==> config.mk <==
export PLATFORM = sky130hd
export DESIGN_NAME = xfr_reqctl
export DESIGN_NICKNAME = d
export VERILOG_FILES = /design/src/rtl/xfr_pkg.sv /design/src/rtl/xfr_fifo.sv /design/src/rtl/xfr_dma_req.sv /design/src/rtl/xfr_reqctl.sv
export SDC_FILE = /design/constraint.sdc
export NUM_CORES = 1
export LEC_CHECK = 0
export CAP_MARGIN = 5
export CORE_MARGIN = 2
export CORE_UTILIZATION = 40
export DETAILED_ROUTE_END_ITERATION = 10
export GPL_TIMING_DRIVEN = 1
export PLACE_DENSITY = 0.65
export RECOVER_POWER = 25
export SLEW_MARGIN = 5
export SYNTH_ARGS = -nofsm -noshare
export SYNTH_HDL_FRONTEND = slang
export SYNTH_SLANG_ARGS = --single-unit
==> constraint.sdc <==
create_clock -name clk -period 8.1 [get_ports clk]
set_input_delay 2.025 -clock clk [delete_from_list [all_inputs] [get_ports clk]]
set_output_delay 2.025 -clock clk [all_outputs]
set_load 0.02 [all_outputs]
==> src/rtl/xfr_pkg.sv <==
package xfr_pkg;
   localparam int NFLAG = 5;
   typedef enum logic [2:0] {
      FLG_RXRDY  = 3'd0,
      FLG_TXRDY  = 3'd1,
      FLG_RXDRN  = 3'd2,
      FLG_TXDRN  = 3'd3,
      FLG_ACCERR = 3'd4
   } flag_e;
endpackage

==> src/rtl/xfr_fifo.sv <==
module xfr_fifo #(
   parameter int DEPTH = 32,
   parameter int WIDTH = 8,
   localparam int AW = $clog2(DEPTH),
   localparam int LW = $clog2(DEPTH + 1)
) (
   input  logic             clk,
   input  logic             rst_n,
   input  logic             clr,
   input  logic             push,
   input  logic [WIDTH-1:0] din,
   input  logic             pop,
   output logic [WIDTH-1:0] dout,
   output logic [LW-1:0]    level,
   output logic             full,
   output logic             empty
);
   if (DEPTH < 2 || (DEPTH & (DEPTH - 1)) != 0) begin : g_bad_depth
      $error("xfr_fifo: DEPTH must be a power of two of at least 2");
   end

   logic [WIDTH-1:0] mem [DEPTH];
   logic [AW-1:0]    wptr, rptr;
   logic             do_push, do_pop;

   assign full    = (level == LW'(DEPTH));
   assign empty   = (level == '0);
   assign do_push = push && !full;
   assign do_pop  = pop && !empty;
   assign dout    = mem[rptr];

   always_ff @(posedge clk) begin
      if (do_push && !clr) mem[wptr] <= din;
   end

   always_ff @(posedge clk or negedge rst_n) begin
      if (!rst_n) begin
         wptr  <= '0;
         rptr  <= '0;
         level <= '0;
      end else if (clr) begin
         wptr  <= '0;
         rptr  <= '0;
         level <= '0;
      end else begin
         if (do_push) wptr <= wptr + AW'(1);
         if (do_pop)  rptr <= rptr + AW'(1);
         case ({do_push, do_pop})
            2'b10:   level <= level + LW'(1);
            2'b01:   level <= level - LW'(1);
            default: level <= level;
         endcase
      end
   end
endmodule

==> src/rtl/xfr_dma_req.sv <==
module xfr_dma_req #(
   parameter int TW = 5
) (
   input  logic          clk,
   input  logic          rst_n,
   input  logic          en,
   input  logic          clr,
   input  logic          arm,
   input  logic          step_evt,
   input  logic [TW-1:0] thresh,
   output logic          req
);
   logic          active;
   logic [TW-1:0] cnt;

   assign req = active;

   always_ff @(posedge clk or negedge rst_n) begin
      if (!rst_n) begin
         active <= 1'b0;
         cnt    <= '0;
      end else if (clr || !en) begin
         active <= 1'b0;
         cnt    <= '0;
      end else if (!active) begin
         active <= arm;
         cnt    <= '0;
      end else if (step_evt) begin
         if (cnt == thresh) begin
            active <= 1'b0;
            cnt    <= '0;
         end else begin
            cnt <= cnt + TW'(1);
         end
      end
   end
endmodule

==> src/rtl/xfr_reqctl.sv <==
module xfr_reqctl
   import xfr_pkg::*;
#(
   parameter int DEPTH = 32,
   parameter int WIDTH = 8,
   parameter int CW    = 8,
   localparam int TW = $clog2(DEPTH),
   localparam int LW = $clog2(DEPTH + 1)
) (
   input  logic             clk,
   input  logic             rst_n,
   input  logic             host_wr,
   input  logic [WIDTH-1:0] host_wdata,
   input  logic             host_rd,
   output logic [WIDTH-1:0] host_rdata,
   input  logic             core_tx_rd,
   output logic [WIDTH-1:0] core_tx_data,
   output logic             core_tx_avail,
   input  logic             core_rx_wr,
   input  logic [WIDTH-1:0] core_rx_data,
   output logic             core_rx_space,
   input  logic [TW-1:0]    tx_thresh,
   input  logic [TW-1:0]    rx_thresh,
   input  logic             tx_dma_en,
   input  logic             rx_dma_en,
   input  logic             tx_drain_en,
   input  logic             rx_drain_en,
   input  logic             tx_clr,
   input  logic             rx_clr,
   input  logic [CW-1:0]    tx_remain,
   input  logic             xfer_done,
   input  logic [NFLAG-1:0] flag_clr,
   input  logic [NFLAG-1:0] irq_mask,
   output logic [NFLAG-1:0] raw_flags,
   output logic             irq,
   output logic             tx_dma_req,
   output logic             rx_dma_req,
   output logic [LW-1:0]    tx_level,
   output logic [LW-1:0]    rx_level,
   output logic [LW-1:0]    fifo_depth
);
   if (CW < 1 || CW > 31) begin : g_bad_cw
      $error("xfr_reqctl: CW must lie in 1..31");
   end

   logic tx_full, tx_empty, rx_full, rx_empty;
   logic [LW-1:0] tx_need, rx_need, tx_free;
   logic [NFLAG-1:0] cond;

   xfr_fifo #(.DEPTH(DEPTH), .WIDTH(WIDTH)) u_txq (
      .clk(clk), .rst_n(rst_n), .clr(tx_clr),
      .push(host_wr), .din(host_wdata),
      .pop(core_tx_rd), .dout(core_tx_data),
      .level(tx_level), .full(tx_full), .empty(tx_empty)
   );

   xfr_fifo #(.DEPTH(DEPTH), .WIDTH(WIDTH)) u_rxq (
      .clk(clk), .rst_n(rst_n), .clr(rx_clr),
      .push(core_rx_wr), .din(core_rx_data),
      .pop(host_rd), .dout(host_rdata),
      .level(rx_level), .full(rx_full), .empty(rx_empty)
   );

   assign tx_need = LW'(tx_thresh) + LW'(1);
   assign rx_need = LW'(rx_thresh) + LW'(1);
   assign tx_free = LW'(DEPTH) - tx_level;

   xfr_dma_req #(.TW(TW)) u_txdma (
      .clk(clk), .rst_n(rst_n), .en(tx_dma_en), .clr(tx_clr),
      .arm(tx_empty), .step_evt(host_wr && !tx_full),
      .thresh(tx_thresh), .req(tx_dma_req)
   );

   xfr_dma_req #(.TW(TW)) u_rxdma (
      .clk(clk), .rst_n(rst_n), .en(rx_dma_en), .clr(rx_clr),
      .arm(rx_level >= rx_need), .step_evt(host_rd && !rx_empty),
      .thresh(rx_thresh), .req(rx_dma_req)
   );

   always_comb begin
      cond             = '0;
      cond[FLG_RXRDY]  = (rx_level >= rx_need);
      cond[FLG_TXRDY]  = (tx_free >= tx_need);
      cond[FLG_RXDRN]  = rx_drain_en && xfer_done && !rx_empty && (rx_level < rx_need);
      cond[FLG_TXDRN]  = tx_drain_en && (tx_remain != '0) && (32'(tx_remain) < 32'(tx_need));
      cond[FLG_ACCERR] = (host_rd && rx_empty) || (host_wr && tx_full);
   end

   for (genvar i = 0; i < NFLAG; i++) begin : g_flag
      logic q;
      always_ff @(posedge clk or negedge rst_n) begin
         if (!rst_n)       q <= 1'b0;
         else if (cond[i]) q <= 1'b1;
         else              q <= q & ~flag_clr[i];
      end
      assign raw_flags[i] = q;
   end

   assign irq           = |(raw_flags & irq_mask);
   assign core_tx_avail = !tx_empty;
   assign core_rx_space = !rx_full;
   assign fifo_depth    = LW'(DEPTH);
endmodule

== Word level (Yosys, flattened, before mapping) ==
Memories as Yosys holds them, arrays and structs flattened.
Cells that the tools add are included.

* Register bits: 49
* Memory bits (writable): 512
* Input bits: 57
* Output and inout port bits: 44
* Logic and storage cells: 126
* Memories kept: 2

* Add/sub/neg operators: 13
* Order comparisons: 4
* Equality and inequality tests: 10
* Muxes and demuxes: 37
* Bitwise operators: 11
* Reductions and logical operators: 34

{| class="wikitable"
|+ Memories
! memory !! words !! bits a word !! read ports !! clocked after Yosys merged registers in !! write ports !! line !! RTL
|-
| u_rxq.mem || 32 || 8 || 1 || 0 || 1 || xfr_fifo.sv:22 || <nowiki>logic [WIDTH-1:0] mem [DEPTH];</nowiki>
|-
| u_txq.mem || 32 || 8 || 1 || 0 || 1 || xfr_fifo.sv:22 ||
|}

{| class="wikitable"
|+ Operator list
! kind !! number
|-
| 5-bit 2-to-1 mux || 16
|-
| 5-bit by 1-bit adder with 5-bit output (second input constant) || 6
|-
| 6-bit case mux with 2 select lines || 2
|-
| 1-bit 2-to-1 mux || 17
|-
| 1-bit logical AND || 13
|-
| 5-bit by 1-bit adder with 6-bit output (second input constant) || 2
|-
| 6-bit by 1-bit adder with 6-bit output (second input constant) || 2
|-
| 6-bit == test (second input constant) || 2
|-
| 6-bit greater-or-equal comparator || 2
|-
| 6-bit logical NOT || 2
|-
| 6-bit 2-to-1 mux || 2
|-
| 6-bit by 1-bit subtractor with 6-bit output (second input constant) || 2
|-
| 5-bit == test || 2
|-
| 1-bit logical NOT || 8
|-
| 8-bit by 6-bit less-than comparator with 1-bit output || 1
|-
| 2-bit nonzero test || 4
|-
| 8-bit nonzero test || 1
|-
| 6-bit less-than comparator || 1
|-
| 3-bit inequality test (second input constant) || 2
|-
| 3-bit nonzero test || 2
|-
| 6-bit subtractor (first input constant) || 1
|-
| 1-bit AND || 5
|-
| 5-bit AND || 1
|-
| 1-bit NOT || 5
|-
| 4 further kinds || 8
|}

== Logic depth before layout (Yosys ltp) ==
* Word-level depth: 6
* Depth in mapped cells: 13
* Mapped depth without buffers: 12

== By module ==
From an unflattened synthesis, not the netlist that was laid out.

* Cells, all modules: 1,439
* Area total of the unflattened synthesis: 23,912.9 um^2

{| class="wikitable"
|+ Modules (own cells, without submodules)
! module !! instances !! cells each !! area an instance (um^2) !! sequential area each (um^2)
|-
| xfr_fifo (u_rxq) || 1 || 616 || 11,064.4 || 8,087.8
|-
| xfr_fifo (u_txq) || 1 || 615 || 11,016.8 || 8,087.8
|-
| xfr_dma_req || 2 || 48 || 466.7 || 150.1
|-
| xfr_reqctl || 1 || 112 || 898.4 || 125.1
|}

== Worst setup path after synthesis ==
OpenSTA, ideal clock, no wires.

* Path type: input -> output
* Start point: in irq_mask[0]
* End point: out irq
* Data arrival time: 2,496 ps
* Required time: 6,075 ps
* Setup slack: 3,579 ps
* Stages on the path: 2
* Path buffers: 0
* Cell sequence: a222oi_1 > nand2_1

* Word-level cells in the longest chain between the ends: 2

{| class="wikitable"
|+ Ends and longest elaborated chain
! element !! line !! RTL
|-
| from (decl) || xfr_reqctl.sv:33 || <nowiki>input logic [NFLAG-1:0] irq_mask,</nowiki>
|-
| 5-bit AND || xfr_reqctl.sv:99 || <nowiki>assign irq = |(raw_flags & irq_mask);</nowiki>
|-
| 5-bit OR reduction || xfr_reqctl.sv:99 ||
|-
| to (decl) || xfr_reqctl.sv:35 || <nowiki>output logic irq,</nowiki>
|}

Every way passes these cells.

== Worst setup path after layout ==
* Start point: reg u_rxq.rptr[0]
* End point: out host_rdata[6]

* Word-level cells in the longest chain between the ends: 1

{| class="wikitable"
|+ Ends and longest elaborated chain
! element !! line !! RTL
|-
| from (decl) || xfr_fifo.sv:23 || <nowiki>logic [AW-1:0] wptr, rptr;</nowiki>
|-
| from (signal assigned) || xfr_fifo.sv:47 || <nowiki>if (do_pop) rptr <= rptr + AW'(1);</nowiki>
|-
| memory 32 x 8 bit || -- ||
|-
| to (decl) || xfr_reqctl.sv:15 || <nowiki>output logic [WIDTH-1:0] host_rdata,</nowiki>
|}

Every way passes these cells.

==> results.md <==
* Cell area after technology mapping at 23400 um^2
* Detailed placement HPWL at 31.6 mm
* Max-Cap Viols at 1
* Clock buffer count from CTS at 57
* Overall track demand over capacity in global routing at 16.8%
* GRT overflow at 0
* Die width at 246 um
* RSZ-0062 raised after global routing: false
* Buffers inserted by post-CTS timing repair at 0
* Tmin final at 6.17 ns
* Maximum number of pins on one net before global-route repair at 50
* Highest achievable clock rate at 162 MHz
* Worst-case headroom to the max-slew limit at -92.0%
* Antenna violations before repair at 3
* CTS tree: built
* Number of synthesized register bits at 561
* Vias at 11600
* Detailed Route Iter0 Violations at 957
* Routed wire per std cell at 23.1 um
* Count of flip-flops with a built-in enable after synthesis at 512
* Fin. max-slew vios at 50
* Number of distinct library cells after synthesis at 65
* Post-detailed-route count of antenna-violating nets at 0
* Req. time, crit path at 6.08 ns
* Worst supply voltage drop on vdd at 0.000192 V
* Transition time at the pin with the least slew margin at 2.88 ns
* Core area at 57800 um^2
* Share of synthesized registers carrying an async set or reset at 8.73%
* Master cell of the clock root buffer: clkbuf_16
* Placed cell count at 2033
* Final GP Congestion at 0.745
* Count of endpoints failing hold in the final timing report at 0
* Reg-to-Reg Start: u_txq.level[1]$_DFFE_PN0P_
* Number of cells on the worst hold path at 1
* Worst Setup Path Type: register to output port
* Endpoint of the most critical register-to-register path: u_txq.level[5]$_DFFE_PN0P_
* Vias in the first global route at 12200
* Final setup viols at 0
* Fraction of synthesized cell area taken by the top area cell type at 65.7%
* Gate Count Post-Synth at 1225
* Endpoint of the worst hold-timing path: u_txdma.req$_DFF_PN0_
* Critical Path End Type: output port
* Synth Warn # at 0
* Largest area contributor in the synthesized netlist: edfxtp_1
* Core Rows at 88
* Setup TNS at 0 ns
* IO Count at 101
* Effective utilization at floorplan at 40.5%
* Die Outline Area at 60500 um^2
* Final-layout worst hold slack at 0.502 ns
* CP max FO at 49
* Worst reg-to-reg setup slack at 4.51 ns
* P_leak at 8.50 nW
* Net total in the final layout at 1421
* Areal power density over the cells at 278 nW/um^2
* Wire length of the first global-routing pass at 75.9 mm
* Via/cell ratio at 5.42
* Wire length after detailed routing at 49.4 mm
* Clock Skews at 0.0216 ns
* Synthesized area per cell at 19.1 um^2
* Final worst-path cycle share at 76.1%
* Floorplan die height at 246 um
* Failing checks: max-capacitance violations, max-slew violations
* Clock-pin slew on the worst setup and hold paths at 0.06 ns
* Worst Setup Start Kind: register
* Final core area utilization at 46.4%
* Maximum count of clock buffers along a single path at 3
* Non-filler instance count after layout at 2140
* Layout cell share with drive strength beyond 1 at 21.1%
* Post-CTS Hold Buffers at 0
* Top_reg_cell synth: edfxtp_1
* Worst min-delay path category: register to register
* Hold path startpoint: u_txdma.req$_DFF_PN0_
* Clk sink count at 561
* Clock insertion delay at the later pin of the skew report at 0.63 ns
* Cell count of the worst reg-to-reg path at 12
* Post-CTS sizing at 0
* Status: finished with violations
* Clock H-tree levels at 2
* Critical path arrival at 4.14 ns
* Detailed-router iteration count before antenna repair at 6
* Sequential-to-total area share from yosys stat at 70.9%
* Count of buffers inserted at the top-level ports at 94
* Signed area change from the synthesized netlist to the final layout at 14.6%
* Synth top area cells: edfxtp_1 (66%), mux4_2 (15%), dfrtp_1 (5.2%)
* DRC Markers at 0
==> layout by cell type (no fill, tap or decap), drive strengths merged, types with 9 or more instances in the layout <==
master / instances
o21ai: 17
clkinv: 29
buf: 9
inv: 25
mux2: 18
clkdlybuf4s50: 80
dfrtp: 49
nand2b: 9
nand3: 19
nor2: 115
clkbuf: 68
nand4: 10
a21oi: 17
dlygate4sd3: 12
edfxtp: 512
mux4: 160
nand2: 37
ha: 37
xnor2: 22
xor2: 23
nand3b: 9
==> registers in the layout, summed over array words and instances (netlist names) <==
register     count
u_txdma.req      1
u_rxq.level      6
u_rxq.wptr       5
u_rxdma.req      1
u_txq.level      6
u_txq.mem      256
u_rxdma.cnt      5
u_txdma.cnt      5
u_rxq.rptr       5
u_txq.rptr       5
u_rxq.mem      256
g_flag.q         5
u_txq.wptr       5
==> cell families (layout without fill, tap and decap cells) <==
family	count (synthesis)	in the layout	share of synthesized area, %
DFF	561	561	70.9
adders and majority gates	37	37	1.98
buffers and inverters	87	232	1.91
muxes	184	184	16.5
other	2	7	0.0321
xor gates and xnor gates	45	45	1.68
AOI/OAI and AO/OA	72	72	2.08
and+or+nand+nor	237	237	4.85
==> worst max path at each step <==
| stage | start | end | cells past startpoint |
|---|---|---|---|
| global route | u_rxq.rptr[0]$_DFFE_PN0P_ | host_rdata[0] | 5 |
| detailed placement | u_rxq.rptr[0]$_DFFE_PN0P_ | host_rdata[6] | 5 |
| global placement | u_rxq.rptr[0]$_DFFE_PN0P_ | host_rdata[6] | 5 |
| floorplan | irq_mask[0] | irq | 2 |
| finish | u_rxq.rptr[0]$_DFFE_PN0P_ | host_rdata[6] | 5 |
| CTS | u_rxq.rptr[0]$_DFFE_PN0P_ | host_rdata[6] | 5 |
==> layout make-up <==
type / instances / area (um^2)
tap: 765 / 957
fill: 4808 / 31000
antenna: 1 / 2.50
sequential: 561 / 16600
timing repair buffer: 105 / 1000
clock buffer: 64 / 1450
clock inverter: 42 / 337
multi-input combinational: 581 / 6380
inverter: 21 / 78.8
==> Yosys cell counts (7+ instances only) <==
cell and number:
xnor2_1 22, dfrtp_1 49, buf_4 13, inv_1 20, buf_6 9, edfxtp_1 512, a21oi_1 16, nand4_1 9
o21ai_0 11, ha_1 37, mux4_2 160, or3_1 7, nor2_1 114, nand3b_1 9, nand2_1 37, nor2b_1 7
xor2_1 23, mux2_2 16, nand2b_1 9, nand3_1 19, clkbuf_1 34
==> power by group <==
part | switching, W | internal (W)
Sequential | 0.000218 | 0.00323
Clock | 0.00112 | 0.00137
Combinational | 0.000703 | 0.000808
Total | 0.00204 | 0.00540
==> worst max-delay path, cell delays in order, from the launching register on <==
cell	delay (ns)
dfrtp_4	1.07
buf_4	0.50
mux4_2	0.56
mux4_2	0.51
mux2_2	0.28
clkdlybuf4s50_1	0.53
==> through the flow <==
stage	setup slack, ns	instance area, um^2	power (W)
3_5_place_dp	2.48	25000	0.00505
5_1_grt	1.66	26800	0.00779
6_report	1.93	26800	0.00745
2_1_floorplan	3.58	23400	0.00457
4_1_cts	1.80	26800	0.00753
3_3_place_gp	2.51	25000	0.00502
==> routing by layer <==
| layer | vias up | routed length, um | global-route usage [%] |
|---|---|---|---|
| li1 | 5122 | - | - |
| met1 | 6050 | 19800 | 21.6 |
| met2 | 361 | 25600 | 29.2 |
| met3 | 71 | 2920 | 2.95 |
| met4 | 0 | 1040 | 4.71 |
| met5 | - | 0 | 0 |
Note: power is estimated with default switching activity, not from simulation.
